===== src/rtl/i2cmon_pkg.sv =====
// Shared types for the bus monitor: the per-sample view of both lines.
package i2cmon_pkg;

    // Synchronized levels and edge markers for the clock and data lines.
    typedef struct packed {
        logic scl_now;   // synchronized clock level
        logic scl_old;   // clock level one sample earlier
        logic sda_now;   // synchronized data level
        logic sda_rise;  // data went low to high
        logic sda_fall;  // data went high to low
        logic scl_rise;  // clock went low to high
        logic scl_fall;  // clock went high to low
    } line_view_t;

endpackage


===== src/rtl/i2cmon_sync.sv =====
// Line synchronizer and edge finder.
// Each raw bus line passes through SYNC_STAGES flops. One more flop keeps the
// previous synchronized value so that edges are seen on synchronized data.
// Assumes the raw lines are asynchronous to clk; reset value is the released
// (high) level of an open-drain bus.
module i2cmon_sync
    import i2cmon_pkg::*;
#(
    parameter int SYNC_STAGES = 2
) (
    input  logic       clk,
    input  logic       rst_n,
    input  logic       scl_raw,
    input  logic       sda_raw,
    output line_view_t view
);
    localparam int CHAIN_W = SYNC_STAGES + 1;
    localparam int N_LINES = 2;

    logic [N_LINES-1:0] raw_bus;
    logic [N_LINES-1:0] lvl_now;
    logic [N_LINES-1:0] lvl_old;

    assign raw_bus = {sda_raw, scl_raw};

    generate
        for (genvar g = 0; g < N_LINES; g++) begin : g_line
            logic [CHAIN_W-1:0] chain;

            // Shift the raw line through the synchronizer and history flop.
            always_ff @(posedge clk) begin
                if (!rst_n) begin
                    chain <= '1;
                end else begin
                    chain <= {chain[CHAIN_W-2:0], raw_bus[g]};
                end
            end

            assign lvl_now[g] = chain[SYNC_STAGES-1];
            assign lvl_old[g] = chain[SYNC_STAGES];
        end
    endgenerate

    // Assemble the line view from current and previous synchronized levels.
    always_comb begin
        view.scl_now  = lvl_now[0];
        view.scl_old  = lvl_old[0];
        view.sda_now  = lvl_now[1];
        view.sda_rise = lvl_now[1] & ~lvl_old[1];
        view.sda_fall = ~lvl_now[1] & lvl_old[1];
        view.scl_rise = lvl_now[0] & ~lvl_old[0];
        view.scl_fall = ~lvl_now[0] & lvl_old[0];
    end

endmodule


===== src/rtl/i2cmon_cond.sv =====
// Condition classifier.
// Looks at data-line edges inside a clock-high phase. A change counts as a
// start or stop only when at most one clock of the current byte has been
// sampled; later in the byte it is a protocol violation. Start/stop detect
// outputs are combinational for the framer; event strobes and the error flag
// are registered. Assumes the clock was high in both compared samples.
module i2cmon_cond
    import i2cmon_pkg::*;
#(
    parameter int CNT_W = 4
) (
    input  logic             clk,
    input  logic             rst_n,
    input  line_view_t       view,
    input  logic             xfer_active,
    input  logic [CNT_W-1:0] bit_cnt,
    output logic             start_hit,
    output logic             stop_hit,
    output logic             start_o,
    output logic             rstart_o,
    output logic             stop_o,
    output logic             err_o
);
    logic clk_held_high;
    logic legal_slot;
    logic sda_moved;
    logic violation;

    // Decide whether a data edge is a condition or a violation.
    always_comb begin
        clk_held_high = view.scl_now & view.scl_old;
        legal_slot    = (bit_cnt <= CNT_W'(1));
        sda_moved     = view.sda_rise | view.sda_fall;
        start_hit     = clk_held_high & view.sda_fall & legal_slot;
        stop_hit      = clk_held_high & view.sda_rise & legal_slot;
        violation     = clk_held_high & sda_moved & ~legal_slot;
    end

    // Register the event strobes, splitting start by transfer state.
    always_ff @(posedge clk) begin
        if (!rst_n) begin
            start_o  <= 1'b0;
            rstart_o <= 1'b0;
            stop_o   <= 1'b0;
        end else begin
            start_o  <= start_hit & ~xfer_active;
            rstart_o <= start_hit & xfer_active;
            stop_o   <= stop_hit;
        end
    end

    // Hold the error flag once any violation is seen.
    always_ff @(posedge clk) begin
        if (!rst_n) begin
            err_o <= 1'b0;
        end else if (violation) begin
            err_o <= 1'b1;
        end
    end

endmodule


===== src/rtl/i2cmon_framer.sv =====
// Byte framer.
// Tracks whether a transfer is active, counts clocks within a byte, shifts
// data bits in MSB first on rising clock edges, takes the acknowledge on the
// clock after the last data bit and emits the byte on the following falling
// clock edge. A start or stop resets the count. Clocks outside a transfer
// are ignored.
module i2cmon_framer
    import i2cmon_pkg::*;
#(
    parameter int BYTE_W = 8,
    parameter int CNT_W  = 4
) (
    input  logic              clk,
    input  logic              rst_n,
    input  line_view_t        view,
    input  logic              start_hit,
    input  logic              stop_hit,
    output logic              xfer_active,
    output logic [CNT_W-1:0]  bit_cnt,
    output logic              valid_o,
    output logic [BYTE_W-1:0] data_o,
    output logic              ack_o
);
    localparam logic [CNT_W-1:0] LAST_DATA = CNT_W'(BYTE_W);
    localparam logic [CNT_W-1:0] ACK_TAKEN = CNT_W'(BYTE_W + 1);

    logic [BYTE_W-1:0] shreg;
    logic              ack_bit;

    // Transfer state and clock count within the current byte.
    always_ff @(posedge clk) begin
        if (!rst_n) begin
            xfer_active <= 1'b0;
            bit_cnt     <= '0;
        end else if (start_hit) begin
            xfer_active <= 1'b1;
            bit_cnt     <= '0;
        end else if (stop_hit) begin
            xfer_active <= 1'b0;
            bit_cnt     <= '0;
        end else if (xfer_active) begin
            if (view.scl_rise && bit_cnt <= LAST_DATA) begin
                bit_cnt <= bit_cnt + CNT_W'(1);
            end else if (view.scl_fall && bit_cnt == ACK_TAKEN) begin
                bit_cnt <= '0;
            end
        end
    end

    // Capture data bits and the acknowledge bit on rising clock edges.
    always_ff @(posedge clk) begin
        if (!rst_n) begin
            shreg   <= '0;
            ack_bit <= 1'b0;
        end else if (xfer_active && view.scl_rise && !start_hit && !stop_hit) begin
            if (bit_cnt < LAST_DATA) begin
                shreg <= {shreg[BYTE_W-2:0], view.sda_now};
            end else if (bit_cnt == LAST_DATA) begin
                ack_bit <= view.sda_now;
            end
        end
    end

    // Emit the completed byte on the falling edge closing the ack clock.
    always_ff @(posedge clk) begin
        if (!rst_n) begin
            valid_o <= 1'b0;
            data_o  <= '0;
            ack_o   <= 1'b0;
        end else begin
            valid_o <= 1'b0;
            if (xfer_active && view.scl_fall && bit_cnt == ACK_TAKEN
                && !start_hit && !stop_hit) begin
                valid_o <= 1'b1;
                data_o  <= shreg;
                ack_o   <= ack_bit;
            end
        end
    end

endmodule


===== src/rtl/i2c_bus_monitor.sv =====
// Passive I2C bus monitor top.
// Wires the synchronizer, condition classifier and byte framer together and
// derives the idle level. Drives nothing on the bus. Assumes both lines hold
// each level for at least a few clk cycles.
module i2c_bus_monitor
    import i2cmon_pkg::*;
#(
    parameter int SYNC_STAGES = 2,
    parameter int BYTE_W      = 8
) (
    input  logic              clk,
    input  logic              rst_n,
    input  logic              scl_in,
    input  logic              sda_in,
    output logic              evt_start,
    output logic              evt_rep_start,
    output logic              evt_stop,
    output logic              byte_valid,
    output logic [BYTE_W-1:0] byte_data,
    output logic              byte_ack,
    output logic              proto_err,
    output logic              bus_idle
);
    localparam int CNT_W = $clog2(BYTE_W + 2);

    line_view_t       view;
    logic             start_hit;
    logic             stop_hit;
    logic             xfer_active;
    logic [CNT_W-1:0] bit_cnt;

    i2cmon_sync #(
        .SYNC_STAGES (SYNC_STAGES)
    ) u_sync (
        .clk     (clk),
        .rst_n   (rst_n),
        .scl_raw (scl_in),
        .sda_raw (sda_in),
        .view    (view)
    );

    i2cmon_cond #(
        .CNT_W (CNT_W)
    ) u_cond (
        .clk         (clk),
        .rst_n       (rst_n),
        .view        (view),
        .xfer_active (xfer_active),
        .bit_cnt     (bit_cnt),
        .start_hit   (start_hit),
        .stop_hit    (stop_hit),
        .start_o     (evt_start),
        .rstart_o    (evt_rep_start),
        .stop_o      (evt_stop),
        .err_o       (proto_err)
    );

    i2cmon_framer #(
        .BYTE_W (BYTE_W),
        .CNT_W  (CNT_W)
    ) u_framer (
        .clk         (clk),
        .rst_n       (rst_n),
        .view        (view),
        .start_hit   (start_hit),
        .stop_hit    (stop_hit),
        .xfer_active (xfer_active),
        .bit_cnt     (bit_cnt),
        .valid_o     (byte_valid),
        .data_o      (byte_data),
        .ack_o       (byte_ack)
    );

    // Idle: no transfer in progress and both lines released.
    assign bus_idle = ~xfer_active & view.scl_now & view.sda_now;

endmodule


===== config.mk =====
export PLATFORM = sky130hd
export DESIGN_NAME = i2c_bus_monitor
export DESIGN_NICKNAME = d
export VERILOG_FILES = /design/src/rtl/i2cmon_pkg.sv /design/src/rtl/i2cmon_sync.sv /design/src/rtl/i2cmon_cond.sv /design/src/rtl/i2cmon_framer.sv /design/src/rtl/i2c_bus_monitor.sv
export SDC_FILE = /design/constraint.sdc
export NUM_CORES = 1
export LEC_CHECK = 0
export BUFFER_PORTS_ARGS = -buffer_cell sky130_fd_sc_hd__buf_2
export CORE_MARGIN = 2
export CORE_UTILIZATION = 36
export DETAILED_ROUTE_END_ITERATION = 8
export PLACE_DENSITY = 0.58
export RECOVER_POWER = 50
export SYNTH_ARGS = -nofsm -noshare
export SYNTH_HDL_FRONTEND = slang
export SYNTH_SLANG_ARGS = --single-unit

===== constraint.sdc =====
create_clock -name clk -period 1.6 [get_ports clk]
set_input_delay 0.32 -clock clk [delete_from_list [all_inputs] [get_ports clk]]
set_output_delay 0.32 -clock clk [all_outputs]
set_load 0.01 [all_outputs]

==> results of run 1 <==
==> through the flow <==
step                      utilization, %  area [um^2]  cells  hold WS (ns)
after floorplan                        -         1410    138         0.386
after detailed placement            42.2         1570    203         0.392
final                               44.1         1640    211         0.212
after CTS                           44.8         1670    211         0.205
after global routing                44.1         1640    211         0.219
after global placement              42.2         1570    203         0.389
==> final cells by class <==
| cell class | instances | area, um^2 |
|---|---|---|
| well taps | 48 | 60.1 |
| multi-input cells | 94 | 666 |
| repair buffers | 23 | 119 |
| flip-flops and latches | 34 | 683 |
| clock inverters | 2 | 12.5 |
| inverters | 4 | 15.0 |
| clock buffers | 6 | 82.6 |
| fillers | 385 | 2080 |
==> metal layers <==
layer / global-route usage (%) / vias up / share of wire (%)
met5: 0 / - / 0
li1: - / 514 / -
met2: 21.6 / 23 / 44
met4: 6.38 / 0 / 2.1
met3: 5.24 / 4 / 5.2
met1: 16.8 / 467 / 48
==> kinds of logic after synthesis <==
kind of cell    after synthesis  share of synthesized area, %
simple gates                 62                          26.4
flops                        34                          48.4
compound gates               17                          9.70
buf+inv                      10                          3.91
mux                          10                          7.12
fa+ha+maj                     5                          4.45
==> sequential cells by signal (all words and copies together), names as in the netlist, 4 cells and up <==
register and cells:
u_framer.shreg 8, u_framer.bit_cnt 4, u_framer.data_o 8, u_sync.g_line.chain 6
==> how the worst max path moves through the flow <==
stage	end	cells after the start	slack, ns
5_1_grt	u_framer.bit_cnt[0]	6	-0.01
3_5_place_dp	u_framer.bit_cnt[0]	6	-0.03
3_3_place_gp	u_framer.bit_cnt[0]	6	0.03
6_report	u_framer.bit_cnt[0]	7	0.06
2_1_floorplan	u_framer.bit_cnt[0]	6	0.08
4_1_cts	u_framer.bit_cnt[0]	7	0.04
==> critical path: stages, from the launching register on <==
cell and delay (ns):
dfxtp_2 0.37, inv_1 0.08, ha_1 0.22, buf_4 0.14, nand2b_2 0.05, a21oi_1 0.12, a2111oi_1 0.35, a31o_1 0.15
==> layout by cell type (no fill, tap or decap), types with 2 or more instances in the layout <==
master	count
mux2i_1	10
nor3_1	2
nor2_1	4
dfxtp_2	2
clkbuf_1	15
nand2b_1	7
clkbuf_8	6
nor2b_1	10
nand4b_1	2
a31o_1	2
dfxtp_1	32
and3_1	3
inv_1	4
ha_1	5
nand2_1	21
buf_2	4
buf_4	3
a21boi_1	7
==> what timing repair did <==
action	CTS	global route
gates resized for setup	2	1
pin swaps	1	1
endpoints found under the setup margin	1	6
buffers inserted	0	0
==> power groups by stage <==
stage	Sequential [mW]	Clock, mW	Combinational, mW
after global placement	0.881	0	0.0546
final	0.862	0.648	0.0533
after CTS	0.862	0.671	0.0559
after detailed placement	0.882	0	0.0553
after global routing	0.863	0.716	0.0607
after floorplan	0.880	0	0.0379
==> metrics, run 1 <==
outcome complete, no violations; Worst-Skew Late Latency 0.28 ns; first-pass GRT wire length 4460 um; crit share post-route a little over nine tenths; final wirelength 2530 um; vias in the first global route 950; Setup Skew ~0.0044 ns; fin worst setup slack 0.0603 ns; Mean Syn Cell Area 10.2 um^2; clock tree sinks 34; Vias slightly above 1,000; n_diodes 0; Rel. slew slack between 50% and 60%; Worst Hold Path EP u_sync.g_line[0].chain[0]; Slew @ Worst Pin 0.666 ns; Post-CTS Hold Buffers 0; I/O Buffers 18; Reg2Reg Depth 7; Arr. time, crit path 1.77 ns; share of flip-flops with an asynchronous set or reset 0%; total power 1.56 mW; worst vdd ir 0.514 mV; cell area after synthesis 1410 um^2; LEAKAGE 0.636 nW; number of flops mapped to enable cells by yosys 0; net count after synthesis ~150; critical path launch point u_framer.bit_cnt[0]; DR WL/cell 12.0 um; Ports 19; initial antenna violation count 0; FP Rows 22; CTS H-tree depth 2; setup TNS 0 ns; GR Util All Layers 13.9%; crit path kind flip-flop to flip-flop; Seq pwr share 55.1%; Routed Antenna Nets 0; worst reg2reg path startpoint u_framer.bit_cnt[0]; Final Hold Vio Count 0; pre-CTS setup slack -0.0253 ns; cell-internal power between 1 and 1.5 mW; detailed-route DRC error count 0; Core Footprint about 3700 um^2; synth unique cells 38; Worst Hold Class input pin to flip-flop; Clock Pin Slew Worst Setup and Hold Paths 0.07 ns; Worst Setup End Kind flip-flop; pwr dens 955 nW/um^2; Setup-failing EPs final 0; starting density of the core about 38%; Syn-to-layout area delta 16.5%; Via density 4.78; Seq cells post-synth 34; Hold Path Cell Cnt 2; synth top area cells dfxtp_1 (48%), mux2i_1 (7.1%), nand2_1 (5.6%); dpl hpwl 1750 um; layout cells sized above 1 16.0%; P_sw 0.338 mW; clock network fraction of design power 41.5%; Logic pwr share 3.4%; fin nets 171; total iterations of the first detailed-routing run 5; Yosys top cell area share 48.4%; most frequent cell after synthesis dfxtp_1; drt initial violations 30; hold path start scl_in; CTS tree done; Synth top cells by count dfxtp_1 (34), nand2_1 (21), mux2i_1 (10), nor2b_1 (10), a21boi_1 (8); setup slack, reg-to-reg 0.06 ns; Seq/Total Area, Yosys 48.4%; largest net degree at the start of global routing 20; CTS root buf clkbuf_8; Max Clk Rate ~650 MHz; Yosys Warn Count 0; CTS Buf Count 5; chip height about 67 um; switching share of power 21.6%; Post-Synthesis Cells 138; CP Data Required Time 1.83 ns; Final Wtd Congestion 0.765; gr ovfl total 0; Max Buffers Root-to-Sink 2; r2r endpoint u_framer.bit_cnt[0]; die area 4420 um^2; Critical Path Fanout Max 5; CP Launch Type flip-flop; chip width 66.5 um; RSZ-0062 raised after global routing true; max cap viols 0; minimum clock period after layout 1.54 ns; ys flop type dfxtp_1; Yosys top cell by area dfxtp_1; fin. max-slew vios 0
Power figures use the tool's default switching activity.
==> inputs of run 2 (changes only) <==
--- a/config.mk
+++ b/config.mk
@@ -5,6 +5,7 @@
 export SDC_FILE = /design/constraint.sdc
 export NUM_CORES = 1
 export LEC_CHECK = 0
+export ABC_AREA = 1
 export BUFFER_PORTS_ARGS = -buffer_cell sky130_fd_sc_hd__buf_2
 export CORE_MARGIN = 2
 export CORE_UTILIZATION = 36
==> metrics, run 2 <==
outcome complete, no violations; Post-Synthesis Cells 168; fin. max-slew vios 0; Vias 1,103; final wirelength 2650 um; Worst Setup End Kind flip-flop; CTS root buf clkbuf_8; Yosys top cell area share 49.3%; Mean Syn Cell Area ~8.2 um^2; CTS Buf Count 5; number of flops mapped to enable cells by yosys 0; Clock Pin Slew Worst Setup and Hold Paths 0.07 ns; Reg2Reg Depth 8; cell area after synthesis 1380 um^2; Post-CTS Setup Inserts 0; ys flop type dfxtp_1; dpl hpwl 1730 um; detailed-route DRC error count 0; FF+latch area 682 um^2; Ports 19; Routed Antenna Nets 0; most common cell after layout, fill and taps aside dfxtp_1; fill count 364; Max Clk Rate roughly 690 MHz; synth top area cells dfxtp_1 (49%), nor2_1 (7.3%), inv_1 (5.7%); Synth top cells by count dfxtp_1 (34), nor2_1 (27), inv_1 (21); minimum clock period after layout 1.46 ns; clock tree sinks 34; I/O Buffers 18; most frequent cell after synthesis dfxtp_1; gr ovfl total 0; setup slack, reg-to-reg 0.14 ns; CTS tree done; fin worst setup slack ~0.14 ns; drt initial violations 24; Post-CTS Hold Buffers 0; n_diodes 0; Final Wtd Congestion roughly 0.79; chip width 65.9 um; vias in the first global route ~1,100; Yosys top cell by area dfxtp_1; largest net degree at the start of global routing 25; Critical Path Fanout Max 12; DR WL/cell 11.1 um; max cap viols 0; Setup-failing EPs final 0; worst vdd ir 0.458 mV; critical path launch point u_framer.bit_cnt[1]; starting density of the core between 30% and 40%; Setup crit end u_framer.bit_cnt[2]; Max Buffers Root-to-Sink 2; synth unique cells 22; Slew @ Worst Pin 0.311 ns; net count after synthesis around 180; Via density 4.63; CP Data Required Time 1.81 ns; share of flip-flops with an asynchronous set or reset 0%; fin nets 199; CTS H-tree depth 2; commonest cells after routing, fill and taps aside dfxtp_1 (33), nor2_1 (26), inv_1 (21); Rel. slew slack about 80%; pre-CTS setup slack between 0.04 and 0.05 ns; RSZ-0062 raised after global routing true; biggest regs u_framer.data_o: 8 flops, u_framer.shreg: 8 flops, u_sync.g_line.chain: 6 flops; Syn-to-layout area delta 17.4%; crit-path cells inv_1 -> ha_1 -> inv_1 -> nor2_4 -> nand3b_4 -> nand2_1 -> nand2_1 -> a21oi_1; initial antenna violation count 0; die area about 4300 um^2; CP Launch Type flip-flop; fin util 44.3%; Seq cells post-synth 34; total iterations of the first detailed-routing run 4; layout cells sized above 1 ~15%; max incr delay on CP ~0.34 ns; worst reg2reg path startpoint u_framer.bit_cnt[1]; area occupied by multi-input gates between 500 and 600 um^2; r2r endpoint u_framer.bit_cnt[2]; Core Footprint between 3000 and 4000 um^2; first-pass GRT wire length 4480 um; Seq/Total Area, Yosys 49.3%; Arr. time, crit path around 1.7 ns; crit share post-route between 90% and 100%; pwr dens 1060 nW/um^2; Final Hold Vio Count 0; Setup Skew 0.00393 ns; crit path kind flip-flop to flip-flop; Slowest-stage cell, CP dfxtp_1; Worst-Skew Late Latency slightly below 0.3 ns; Yosys Warn Count 0; LEAKAGE 0.718 nW; FP Rows 22; Worst Hold Class input pin to flip-flop; chip height 65.9 um; GR Util All Layers a little over an eighth
run 2: cell types whose count changed after synthesis, moves of 9 or more:
cell / delta
a21oi_1: +13
nor2_1: +23
inv_1: +17
nand3_1: +9
nor2b_1: -10
o21ai_0: +12
mux2i_1: -10
run 2: report_power, final:
group | internal (mW) | leakage, nW | switching, mW
Clock | 0.498 | 0.0573 | 0.298
Combinational | 0.0223 | 0.385 | 0.0329
Sequential | 0.856 | 0.276 | 0.00856
run 2: what timing repair did:
| item | CTS | global route |
|---|---|---|
| endpoints found under the setup margin | 0 | 13 |
| gates resized for setup | 0 | 5 |
| endpoints found under the hold margin | 0 | 0 |
run 2: cell type report:
| class | instances | share of cell area (%) |
|---|---|---|
| Clock inverter | 1 | 1.85 |
| Sequential cell | 34 | 42.1 |
| Timing Repair Buffer | 19 | 4.94 |
| Inverter | 23 | 5.33 |
| Tap cell | 48 | 3.71 |
| Clock buffer | 6 | 5.10 |
| Multi-Input combinational cell | 107 | 37.0 |
run 2: logic make-up (layout without fill, tap and decap cells):
logic type / after synthesis / after routing / synth area share [%]
AOI/OAI and AO/OA: 36 / 36 / 13.6
xor gates and xnor gates: 1 / 1 / 0.635
adders and majority gates: 5 / 5 / 4.53
buffers and inverters: 28 / 49 / 9.25
DFF: 34 / 34 / 49.3
and+or+nand+nor: 64 / 65 / 22.7
run 2: how the worst min path moves through the flow:
stage,start,to,cells past startpoint
floorplan,u_sync.g_line[0].chain[0],u_sync.g_line[0].chain[1],1
global placement,u_sync.g_line[1].chain[0],u_sync.g_line[1].chain[1],1
detailed placement,u_sync.g_line[0].chain[0],u_sync.g_line[0].chain[1],1
CTS,scl_in,u_sync.g_line[0].chain[0],2
global route,scl_in,u_sync.g_line[0].chain[0],2
finish,scl_in,u_sync.g_line[0].chain[0],2
run 2: layer usage:
| layer | vias up | share of wire [%] | track usage, % | wire, um |
|---|---|---|---|---|
| li1 | 581 | - | - | - |
| met5 | - | 0 | 0 | 0 |
| met4 | 0 | 1.8 | 6.25 | 48 |
| met2 | 23 | 46 | 21.0 | 1220 |
| met3 | 5 | 5.5 | 5.62 | 146 |
| met1 | 494 | 47 | 16.1 | 1240 |
run 2: worst max-delay path, delay by kind of cell (launching register included):
family | cells | cell delay (ns)
and+or+nand+nor | 4 | 0.52
AOI/OAI and AO/OA | 1 | 0.13
adders and majority gates | 1 | 0.20
DFF | 1 | 0.34
buffers and inverters | 2 | 0.19
run 2: stage by stage:
stage / setup TNS [ns] / cells / cell area [um^2] / total power [mW] / hold slack (ns)
floorplan: 0 / 168 / 1380 / 0.918 / 0.393
global placement: 0 / 230 / 1500 / 0.936 / 0.399
detailed placement: 0 / 230 / 1500 / 0.938 / 0.402
CTS: 0 / 237 / 1610 / 1.73 / 0.211
global route: -0.00353 / 238 / 1620 / 1.78 / 0.208
finish: 0 / 238 / 1620 / 1.72 / 0.215
==> inputs of run 3 (changes only) <==
--- a/config.mk
+++ b/config.mk
@@ -7,9 +7,10 @@
 export LEC_CHECK = 0
 export ABC_AREA = 1
 export BUFFER_PORTS_ARGS = -buffer_cell sky130_fd_sc_hd__buf_2
-export CORE_MARGIN = 2
+export CORE_MARGIN = 5
 export CORE_UTILIZATION = 36
 export DETAILED_ROUTE_END_ITERATION = 8
+export GPL_TIMING_DRIVEN = 0
 export PLACE_DENSITY = 0.58
 export RECOVER_POWER = 50
 export SYNTH_ARGS = -nofsm -noshare
==> constraint.sdc (replaced) <==
create_clock -name clk -period 1.2 [get_ports clk]
set_input_delay 0.24 -clock clk [delete_from_list [all_inputs] [get_ports clk]]
set_output_delay 0.24 -clock clk [all_outputs]
set_load 0.01 [all_outputs]
==> metrics, run 3 (synthesized netlist as in run 2, its figures left out) <==
outcome finished with violations; failing checks negative setup slack; GR Util All Layers 12.8%; clock network fraction of design power between 40% and 50%; CTS tree done; Setup Skew approximately 0.0049 ns; CP Data Required Time 1.43 ns; Worst Hold Class input pin to flip-flop; initial antenna violation count 0; Worst-Skew Late Latency 0.29 ns; met3 Use GR 4.57%; Max Buffers Root-to-Sink 2; first-pass GRT wire length 5040 um; P_sw 0.498 mW; Via density 4.67; Non-Filler Instances 254; starting density of the core between 30% and 40%; I/O Buffers 18; FP Rows 22; LEAKAGE slightly above 0.8 nW; biggest regs u_framer.data_o: 8 flops, u_framer.shreg: 8 flops, u_sync.g_line.chain: 6 flops; Reg2Reg Depth 8; Clock Pin Slew Worst Setup and Hold Paths 0.07 ns; met1 Use GR 14.2%; largest net degree at the start of global routing 12; Worst Setup End Kind flip-flop; commonest cells after routing, fill and taps aside dfxtp_1 (28), nor2_1 (25), inv_1 (15); setup slack, reg-to-reg -0.11 ns; Vias between 1,000 and 1,500; worst reg2reg path startpoint u_framer.bit_cnt[1]; Logic pwr share around 4.7%; most common cell after layout, fill and taps aside dfxtp_1; Core Footprint 3690 um^2; chip height 71.9 um; Setup crit end u_framer.data_o[3]; CTS Buf Count 5; Arr. time, crit path 1.53 ns; worst vdd ir 0.701 mV; fin nets 214; Setup-failing EPs final 16; switching share of power 23.3%; Final Wtd Congestion 0.781; die area 5170 um^2; layout cells sized above 1 41.3%; final wirelength 3050 um; total iterations of the first detailed-routing run 4; critical path launch point u_framer.bit_cnt[1]; crit share post-route 109%; pwr dens 1120 nW/um^2; gr ovfl total 0; Post-CTS Hold Buffers 0; vias in the first global route 1,150; detailed-route DRC error count 0; RSZ-0062 raised after global routing true; DR WL/cell 12.0 um; Max Clk Rate 764 MHz; clock tree sinks 34; placed cell count 234; GRT Max-Usage Layer met2; FF+latch area 698 um^2; max cap viols 0; chip width 71.9 um; fin. max-slew vios 0; CP Launch Type flip-flop; setup TNS -1.32 ns; Critical Path Fanout Max 10; CTS H-tree depth 2; n_diodes 0; crit path kind flip-flop to flip-flop; cell-internal power 1.64 mW; drt initial violations 58; fill count 363; area occupied by multi-input gates slightly above 700 um^2; M2 GR Usage 20.9%; minimum clock period after layout roughly 1.3 ns; CTS root buf clkbuf_8; dpl hpwl 2000 um; Final Hold Vio Count 0; Ports 19; Routed Antenna Nets 0; Seq pwr share 53.7%; fin worst setup slack -0.108 ns; r2r endpoint u_framer.data_o[3]; Slew @ Worst Pin 0.544 ns; Syn-to-layout area delta 38.3%; Rel. slew slack 63.8%
==> run 3: cell count changes in the layout (fill, tap and decap cells not counted), moves of 6 or more <==
cell,change
buf_4,+6
a21oi_2,+11
buf_2,+9
inv_1,-6
a21oi_1,-11
clkbuf_1,-7
==> run 3: area by class of cell <==
type / instances / area share (%)
plain buffers: 5 / 2.82
clock buffers: 6 / 4.33
clock inverters: 2 / 0.656
inverters: 23 / 4.92
multi-input cells: 107 / 37.2
flip-flops and latches: 34 / 36.6
well taps: 48 / 3.15
repair buffers: 29 / 10.4
==> run 3: layer usage <==
| layer | wire length [um] | vias to the layer above |
|---|---|---|
| li1 | - | 613 |
| met1 | 1320 | 548 |
| met2 | 1510 | 17 |
| met3 | 140 | 7 |
| met4 | 78 | 0 |
| met5 | 0 | - |
==> run 3: through the flow <==
stage / total power [mW] / setup WS [ns] / util, % / cell area, um^2 / hold slack (ns)
after floorplan: 1.22 / -0.000152 / - / 1410 / 0.347
after global placement: 1.25 / -0.187 / 42.3 / 1560 / 0.398
after detailed placement: 1.25 / -0.206 / 42.3 / 1560 / 0.408
after CTS: 2.15 / -0.109 / 49.2 / 1810 / 0.121
after global routing: 2.23 / -0.166 / 51.7 / 1910 / 0.135
final: 2.13 / -0.108 / 51.7 / 1910 / 0.133
==> run 3: timing repair <==
action                                  4_1_cts  5_1_grt
endpoints found under the setup margin       23       27
gates cloned                                  2        0
resized for setup                            26       24
buffers inserted                              7        3
pin swaps                                     6        6
hold endpoints to repair                      0        0
==> run 3: worst min-delay path by stage <==
| stage | startpoint | endpoint | slack [ns] | depth (start not counted) |
|---|---|---|---|---|
| floorplan | scl_in | u_sync.g_line[0].chain[0] | 0.35 | 1 |
| global placement | u_sync.g_line[0].chain[0] | u_sync.g_line[0].chain[1] | 0.40 | 1 |
| detailed placement | u_sync.g_line[0].chain[0] | u_sync.g_line[0].chain[1] | 0.41 | 1 |
| CTS | sda_in | u_sync.g_line[1].chain[0] | 0.12 | 2 |
| global route | sda_in | u_sync.g_line[1].chain[0] | 0.13 | 2 |
| finish | scl_in | u_sync.g_line[0].chain[0] | 0.13 | 2 |
==> run 3: power groups by stage <==
stage               Sequential, mW  Clock, mW  Combinational [mW]
floorplan                     1.17          0              0.0493
global placement              1.18          0              0.0728
detailed placement            1.18          0              0.0754
CTS                           1.15      0.915              0.0849
global route                  1.15      0.973               0.112
finish                        1.15      0.886               0.101
==> run 3: worst max-delay path, stage by stage (launching register included) <==
cell,delay [ns]
dfxtp_4,0.36
inv_4,0.06
ha_4,0.13
inv_2,0.04
nor2_4,0.09
nand3b_4,0.14
buf_6,0.16
buf_12,0.14
a21oi_1,0.12
